`config.mk`:
```
export PLATFORM = sky130hd
export DESIGN_NAME = prog_logic_array
export DESIGN_NICKNAME = d
export VERILOG_FILES = /design/src/rtl/pla_pkg.sv /design/src/rtl/pla_cfg_store.sv /design/src/rtl/pla_and_plane.sv /design/src/rtl/pla_or_plane.sv /design/src/rtl/prog_logic_array.sv
export SDC_FILE = /design/constraint.sdc
export NUM_CORES = 2
export LEC_CHECK = 0
export BUFFER_PORTS_ARGS = -buffer_cell sky130_fd_sc_hd__buf_2
export CAP_MARGIN = 25
export CORE_MARGIN = 1.5
export CORE_UTILIZATION = 55
export DETAILED_ROUTE_END_ITERATION = 16
export GPL_ROUTABILITY_DRIVEN = 1
export GPL_TIMING_DRIVEN = 0
export HOLD_SLACK_MARGIN = 0.02
export PLACE_DENSITY = 0.7
export SLEW_MARGIN = 30
export SYNTH_ARGS = -nofsm -noshare
export SYNTH_HDL_FRONTEND = slang
export SYNTH_SLANG_ARGS = --single-unit
```
`constraint.sdc`:
```
create_clock -name clk_i -period 3.2 [get_ports clk_i]
set_input_delay 0.16 -clock clk_i [delete_from_list [all_inputs] [get_ports clk_i]]
set_output_delay 0.16 -clock clk_i [all_outputs]
set_load 0.005 [all_outputs]
```
`src/rtl/pla_pkg.sv`:
```
package pla_pkg;

  typedef enum logic [1:0] {
    LIT_NONE = 2'b00,
    LIT_TRUE = 2'b01,
    LIT_COMP = 2'b10,
    LIT_KILL = 2'b11
  } lit_e;

  function automatic logic lit_eval(input logic [1:0] code, input logic x);
    case (lit_e'(code))
      LIT_NONE: lit_eval = 1'b1;
      LIT_TRUE: lit_eval = x;
      LIT_COMP: lit_eval = ~x;
      default:  lit_eval = 1'b0;
    endcase
  endfunction

endpackage

```
`src/rtl/pla_cfg_store.sv`:
```
module pla_cfg_store #(
  parameter int unsigned CFG_W = 64
) (
  input  logic             clk_i,
  input  logic             rst_ni,
  input  logic             shift_i,
  input  logic             data_i,
  input  logic             commit_i,
  output logic [CFG_W-1:0] active_o,
  output logic             valid_o
);

  logic [CFG_W-1:0] shadow_q;
  logic [CFG_W-1:0] active_q;
  logic             valid_q;

  // first bit shifted lands at bit 0 after a full load
  always_ff @(posedge clk_i or negedge rst_ni) begin
    if (!rst_ni) shadow_q <= '0;
    else if (shift_i) shadow_q <= {data_i, shadow_q[CFG_W-1:1]};
  end

  always_ff @(posedge clk_i or negedge rst_ni) begin
    if (!rst_ni) begin
      active_q <= '0;
      valid_q  <= 1'b0;
    end else if (commit_i) begin
      active_q <= shadow_q;
      valid_q  <= 1'b1;
    end
  end

  assign active_o = active_q;
  assign valid_o  = valid_q;


  shadow_hold_chk: assert property (@(posedge clk_i) disable iff (!rst_ni)
    !shift_i |=> $stable(shadow_q));


  active_hold_chk: assert property (@(posedge clk_i) disable iff (!rst_ni)
    !commit_i |=> $stable(active_q));


  valid_set_chk: assert property (@(posedge clk_i) disable iff (!rst_ni)
    commit_i |=> valid_q);


  valid_src_chk: assert property (@(posedge clk_i) disable iff (!rst_ni)
    $rose(valid_q) |-> $past(commit_i));

endmodule

```
`src/rtl/pla_and_plane.sv`:
```
module pla_and_plane
  import pla_pkg::*;
#(
  parameter int unsigned N_IN   = 16,
  parameter int unsigned N_TERM = 48,
  localparam int unsigned ROW_W = 2 * N_IN,
  localparam int unsigned AND_W = N_TERM * ROW_W
) (
  input  logic [N_IN-1:0]   in_i,
  input  logic [AND_W-1:0]  and_cfg_i,
  output logic [N_TERM-1:0] term_o
);

  for (genvar t = 0; t < N_TERM; t++) begin : g_term
    logic [ROW_W-1:0] row;
    logic             prod;
    assign row = and_cfg_i[t*ROW_W +: ROW_W];

    always_comb begin
      prod = 1'b1;
      for (int i = 0; i < N_IN; i++) begin
        prod = prod & lit_eval(row[2*i +: 2], in_i[i]);
      end
    end

    assign term_o[t] = prod;
  end

endmodule

```
`src/rtl/pla_or_plane.sv`:
```
module pla_or_plane #(
  parameter int unsigned N_TERM = 48,
  parameter int unsigned N_OUT  = 8,
  localparam int unsigned OR_W  = N_TERM * N_OUT,
  localparam int unsigned N_GRP = 4
) (
  input  logic [N_TERM-1:0] term_i,
  input  logic [OR_W-1:0]   or_cfg_i,
  input  logic              pal_mode_i,
  input  logic [1:0]        pal_grp_i,
  output logic [N_OUT-1:0]  sum_o
);

  for (genvar o = 0; o < N_OUT; o++) begin : g_out
    logic [N_TERM-1:0] col;
    logic [N_GRP-1:0]  pal_g;
    logic              pla_sum;

    always_comb begin
      for (int t = 0; t < N_TERM; t++) col[t] = or_cfg_i[t*N_OUT + o];
    end
    assign pla_sum = |(term_i & col);

    // one hardwired OR per group size; out-of-range groups tie to 0
    for (genvar g = 0; g < N_GRP; g++) begin : g_grp
      localparam int unsigned GS = 2 << g;
      if ((o + 1) * GS <= N_TERM) begin : g_fit
        assign pal_g[g] = |term_i[o*GS +: GS];
      end else begin : g_none
        assign pal_g[g] = 1'b0;
      end
    end

    assign sum_o[o] = pal_mode_i ? pal_g[pal_grp_i] : pla_sum;
  end

endmodule

```
`src/rtl/prog_logic_array.sv`:
```
module prog_logic_array #(
  parameter int unsigned N_IN   = 16,
  parameter int unsigned N_TERM = 48,
  parameter int unsigned N_OUT  = 8
) (
  input  logic             clk_i,
  input  logic             rst_ni,
  input  logic [N_IN-1:0]  in_i,
  input  logic             pal_mode_i,
  input  logic [1:0]       pal_grp_i,
  input  logic             cfg_shift_i,
  input  logic             cfg_data_i,
  input  logic             cfg_commit_i,
  output logic [N_OUT-1:0] out_o
);

  localparam int unsigned AND_W = N_TERM * 2 * N_IN;
  localparam int unsigned OR_W  = N_TERM * N_OUT;
  localparam int unsigned CFG_W = AND_W + OR_W;

  logic [CFG_W-1:0]  pers;
  logic              pers_valid;
  logic [N_TERM-1:0] terms;
  logic [N_OUT-1:0]  sums;

  pla_cfg_store #(.CFG_W(CFG_W)) u_cfg (
    .clk_i    (clk_i),
    .rst_ni   (rst_ni),
    .shift_i  (cfg_shift_i),
    .data_i   (cfg_data_i),
    .commit_i (cfg_commit_i),
    .active_o (pers),
    .valid_o  (pers_valid)
  );

  pla_and_plane #(.N_IN(N_IN), .N_TERM(N_TERM)) u_and (
    .in_i      (in_i),
    .and_cfg_i (pers[AND_W-1:0]),
    .term_o    (terms)
  );

  pla_or_plane #(.N_TERM(N_TERM), .N_OUT(N_OUT)) u_or (
    .term_i     (terms),
    .or_cfg_i   (pers[CFG_W-1:AND_W]),
    .pal_mode_i (pal_mode_i),
    .pal_grp_i  (pal_grp_i),
    .sum_o      (sums)
  );

  assign out_o = (pers_valid && !cfg_shift_i) ? sums : '0;

endmodule

```
; ---- Word-level counts from Yosys, hierarchy flattened
; Index checks and enable logic that the tools add are counted.
[op_classes]
n_lt_le_gt_ge = 1
n_eq_ne = 1536
mux = 793
bitwise_logic = 744
n_reduce_logical = 803
[ops]
columns = cell, n
row1 = one-hot mux 1 bit (3 select lines), 768
row2 = "== test 2 x 1 -> 1 bit, second input constant", 768
row3 = "== test 2 bit, second input constant", 768
row4 = logical NOT 2 bit, 768
row5 = AND 1 bit, 720
row6 = AND 48 bit, 8
row7 = OR reduction 48 bit, 8
row8 = OR reduction 16 bit, 3
row9 = OR reduction 8 bit, 6
row10 = OR reduction 4 bit, 8
row11 = binary-select mux 1 bit (select 2 bit), 8
row12 = two-way mux 1 bit, 16
row13 = NOT 1 bit, 16
row14 = OR reduction 2 bit, 8
row15 = two-way mux 8 bit, 1
row16 = "less-than comparator 2 x 3 -> 1 bit, second input constant", 1
row17 = logical AND 1 bit, 1
row18 = logical NOT 1 bit, 1
[totals]
reg_bits = 3841
inputBits = 24
elab_cells = 3880

; ---- Logic depth before layout (Yosys ltp)
[depth]
ltp_word = 22
mapped_depth = 12
mapped_depth_nobuf = 8

; ---- By module
; Synthesis repeated with hierarchy kept, for this count alone.
[hier_totals]
cells_unflattened = 9611
area_unflattened_um2 = 171435.7
[by_module_without_submodules]
columns = mod, n_inst, cells_per_inst, area_each_um2, seq_area_each_um2
row1 = pla_cfg_store, 1, 8110, 158562.1, 96117.2
row2 = pla_and_plane, 1, 1152, 10341.2, 0.0
row3 = pla_or_plane, 1, 341, 2462.4, 0.0
row4 = prog_logic_array, 1, 8, 70.1, 0.0

; ---- Worst setup path before layout
; No wires, ideal clock.
[synth_path]
path_type = input to output
start = input in_i[10]
end = output out_o[1]
arrival_ps = 2297
t_required_ps = 3040
setup_slack_ps = 743
path_stages = 11
n_path_buf = 3
path_cell_list = clkbuf_1 -> buf_4 -> buf_2 -> mux2i_1 -> nand4_1 -> nor4_4 -> nor2_2 -> nand2_1 -> o221ai_2 -> and2_4 -> a2111oi_2
[synth_via]
elab_chain_cells = 13
word_cells_on_any_way = 347
cone_classes = mux: 52 / bitwise: 290 / reduce/logical: 5
[synth_lines]
columns = element, line_no
row1 = start: declaration, prog_logic_array.sv:8  ; input logic [N_IN-1:0] in_i,
row2 = NOT 1 bit, pla_pkg.sv:14  ; LIT_COMP: lit_eval = ~x;
row3 = one-hot mux 1 bit (3 select lines), pla_pkg.sv:11  ; case (lit_e'(code))
row4 = AND 1 bit (6 in series), pla_and_plane.sv:22  ; prod = prod & lit_eval(row[2*i +: 2], in_i[i]);
row5 = OR reduction 16 bit (tied with other cells), pla_or_plane.sv:28  ; assign pal_g[g] = |term_i[o*GS +: GS];
row6 = binary-select mux 1 bit (select 2 bit), pla_or_plane.sv:34  ; assign sum_o[o] = pal_mode_i ? pal_g[pal_grp_i] : pla_sum;
row7 = two-way mux 1 bit (not written as such), pla_or_plane.sv:34
row8 = two-way mux 1 bit (*), pla_or_plane.sv:34
row9 = two-way mux 8 bit (*), prog_logic_array.sv:50  ; assign out_o = (pers_valid && !cfg_shift_i) ? sums : '0;
row10 = end: declaration, prog_logic_array.sv:14  ; output logic [N_OUT-1:0] out_o
; Every way passes the cells marked *; elsewhere a longest branch is shown, timed or not. The select of a mux whose other input is x is not followed.

; ---- Final worst setup path
[layout_path]
start = input in_i[2]
end = output out_o[3]
[layout_via]
elab_chain_cells = 21
word_cells_on_any_way = 730
cone_classes = mux: 52 / bitwise: 674 / reduce/logical: 4
[layout_lines]
columns = element, line_no
row1 = NOT 1 bit, pla_pkg.sv:14
row2 = one-hot mux 1 bit (3 select lines), pla_pkg.sv:11
row3 = AND 1 bit (14 in series), pla_and_plane.sv:22
row4 = OR reduction 8 bit (tied with other cells), pla_or_plane.sv:28
row5 = binary-select mux 1 bit (select 2 bit), pla_or_plane.sv:34
row6 = two-way mux 1 bit (not written as such), pla_or_plane.sv:34
row7 = two-way mux 1 bit (*), pla_or_plane.sv:34
row8 = two-way mux 8 bit (*), prog_logic_array.sv:50
; Marked as above.

==> metrics.yaml <==
status: "complete, but fails checks"
violations: "negative setup slack"
seqPwrFrac: 0.493
ys_seq_elements: 3841
grt_remaining_overflow: 0
r2r-end: "u_cfg.active_o[1774]"
num_rows: 194
nNetsFinal: 10140
cts_sinks: 3841
fillers: 20030
gp_congestion: 0.9347
r2r_slack_ns: 2.23
htree_levels: 5
cellLeakagePower_nw: 90.05
tritoncts: "yes"
multi_input_area_um2: 55730
hold_slack_ns: 0.1383
crit_path_start_kind: "primary input"
timing.slew.headroom: 0.3338
grt_pass1_wl_mm: 559.3
async_flop_share: 1.000
vias: 82430
clk_path_buf_depth: 4
final_util: 0.6273
finalSetupTns_ns: -5.467
clk_latency_ns: 0.93
timing.rr.start: "u_cfg.active_o[1774]"
ys_types: 42
final_hold_viol_count: 0
first_pass_iters: 6
wl_mm: 366.9
clockPowerShare: 0.457
hold_depth: 3
setup_slack_ns: -0.7529
drive_gt1_frac: 0.4645
pin_count: 32
worstMarginPinSlew_ns: 0.9994
min_path_type: "in2reg"
grt_usage: 0.2595
swShare: 0.2250
ir_worst_vdd_mv: 0.5066
hold_path_end: "u_cfg.shadow_q[1919]"
regArea_um2: 96120
synth_area_um2: 153900
finalClockSkew_ns: 0.02619
hold_path.startpoint: "cfg_data_i"
core_area_um2: 278900
netlist_instances: 9537
cts-buffers-inserted: 387
period_share: 1.235
drc: 0
synthesis.nets: 9561
die_area_um2: 282900
dieWidth_um: 531.9
drtAntennaViolNets: 0
finalSetupViolCount: 8
finalMaxSlewViolations: 0
die_h_um: 531.9
antenna_found_initial: 8
power.internal_mw: 77.50
ys_warn_count: 0
ctsRootBufferMaster: "clkbuf_16"
post_synth.cell_area_avg_um2: 16.13
drv_cap: 0
wl_per_cell_um: 25.93
clk_pin_slew_worst_paths_ns: 0.06
rsz0062_at_grt: "true"
areaGrowthSynthToFinish_pct: 13.72
cp.required_ns: 3.04
grt_max_degree: 135
port_buffers: 12
worstSetupPathType: "in2out"
cp.arrival_ns: 3.79
p_per_area_nw_per_um2: 571.5
initial_core_util: 0.5516
drt-initial-drc-count: 5955
synth_seq_area_share: 0.6247
synth_enable_flop_cells: 0
cp_max_fo: 10
synthFlopType: "dfrtp_1"
crit_path_end_kind: "output port"
max_freq_mhz: 253.0
dp_hpwl_mm: 244.4
period_minus_slack_ns: 3.953
avgViaCountPerCell: 5.826
first_global_vias: 88100
comb_power_share: 0.050
p_sw_mw: 22.49
r2r_cells: 1
## cells in the final DEF, fill, tap and decap left out, types with 6 or more instances in the layout
cell type      instances
buf_16                45
clkbuf_2              15
buf_2                 17
nor3_1                18
clkinv_2              75
clkbuf_1             503
buf_6                 73
nand2_1                6
buf_8                 31
mux2i_1              749
a221oi_1              19
clkinv_8               8
dfrtp_1             3841
buf_4                 73
clkbuf_8              96
a21oi_1               14
mux2_2              3841
a22oi_1              116
buf_12                14
inv_6                  9
dlygate4sd3_1          7
clkinvlp_4             7
nand4_1              211
a22o_1                26
a22oi_2                6
a221oi_2              10
nor4_4                49
clkbuf_16            401
nand3_1               26
a222oi_1               8
bufinv_16             26
mux2i_2               13
nor4_1                 6
buf_1                  6
## cell usage after synthesis, types with 6 or more instances
library cell | number | area share
a221oi_1 | 31 | 0.0018
buf_4 | 25 | 0.0012
nand2_1 | 6 | 0.00015
dfrtp_1 | 3841 | 0.62
nand3_1 | 29 | 0.00094
mux2_2 | 3841 | 0.28
nor4_2 | 15 | 0.0012
nor4_1 | 8 | 0.00033
nor3_1 | 22 | 0.00072
a21oi_1 | 15 | 0.00049
buf_1 | 6 | 0.00015
nor4_4 | 33 | 0.0046
buf_6 | 42 | 0.0031
mux2i_1 | 764 | 0.050
a22oi_1 | 122 | 0.0060
buf_2 | 17 | 0.00055
clkbuf_1 | 435 | 0.011
a22o_1 | 27 | 0.0015
nand4_1 | 211 | 0.0086
a222oi_1 | 8 | 0.00052
## worst max-delay path by stage
stage | from | end | slack [ns]
3_5_place_dp | in_i[0] | out_o[5] | -1.49
4_1_cts | u_cfg.active_o[495] | out_o[1] | -0.74
6_report | in_i[2] | out_o[3] | -0.75
5_1_grt | u_cfg.active_o[504] | out_o[1] | -0.74
3_3_place_gp | rst_ni | u_cfg.active_o[1755] | -79.21
2_1_floorplan | in_i[10] | out_o[1] | 0.74
## timing repair
action,in CTS,in global routing
resized for setup,91,34
pin swaps,35,39
endpoints found under the setup margin,254,1126
setup buffers,26,7
hold buffers,18,0
cloned,3,8
hold endpoints to repair,333,0
## layout make-up
type	count	share of cell area
multi-input cells	5167	0.3185
diodes	3	0.00004291
clock buffers	572	0.06554
inverters	1	0.00002145
repair buffers	185	0.01612
well taps	3724	0.02663
plain buffers	528	0.01528
flip-flops and latches	3841	0.5494
clock inverters	128	0.008446
## layer usage
layer,vias to the layer above,routed length [um],share of wire,GRT usage
met5,-,17,0.000046,0
met4,2,12330,0.034,0.08169
met3,653,15820,0.043,0.03831
met2,1510,174600,0.48,0.4154
met1,44330,164200,0.45,0.3673
li1,35930,-,-,-
## cells by family after synthesis
kind of cell,Yosys count,share of synthesized area
AOI/OAI and AO/OA,218,0.01111
buffers and inverters,529,0.01602
DFF,3841,0.6247
muxes,4606,0.3309
and+or+nand+nor,343,0.01724
## power groups by stage
stage	Clock, mW	Combinational [mW]	Sequential, mW
global placement	0	4.19	50.2
floorplan	0	2.46	49.9
detailed placement	0	4.87	50.1
finish	45.7	5.02	49.2
global route	48.6	5.35	49.2
CTS	46.6	5.03	49.2
## critical path, stage by stage
cell	delay (ns)
buf_2	0.18
buf_4	0.41
buf_4	0.47
mux2i_2	0.30
nand4_1	0.20
nor4_4	0.65
buf_8	0.24
buf_8	0.14
nor2_4	0.05
a311oi_2	0.26
a21oi_1	0.09
a221oi_2	0.37
buf_2	0.19
## sequential cells by signal, summed over array words and instances (netlist names)
signal	flops
u_cfg.shadow_q	1920
u_cfg.valid_o	1
u_cfg.active_o	1920
## per-stage QoR
stage	total power [mW]	cell area, um2	instances	worst slack (ns)
global placement	54.43	158600	13270	-79.21
detailed placement	54.98	160500	13380	-1.489
CTS	100.9	174500	14130	-0.7443
floorplan	52.37	153900	9537	0.7431
finish	99.99	175000	14150	-0.7529
global route	103.2	175000	14150	-0.7395
Power figures use the tool's default switching activity.
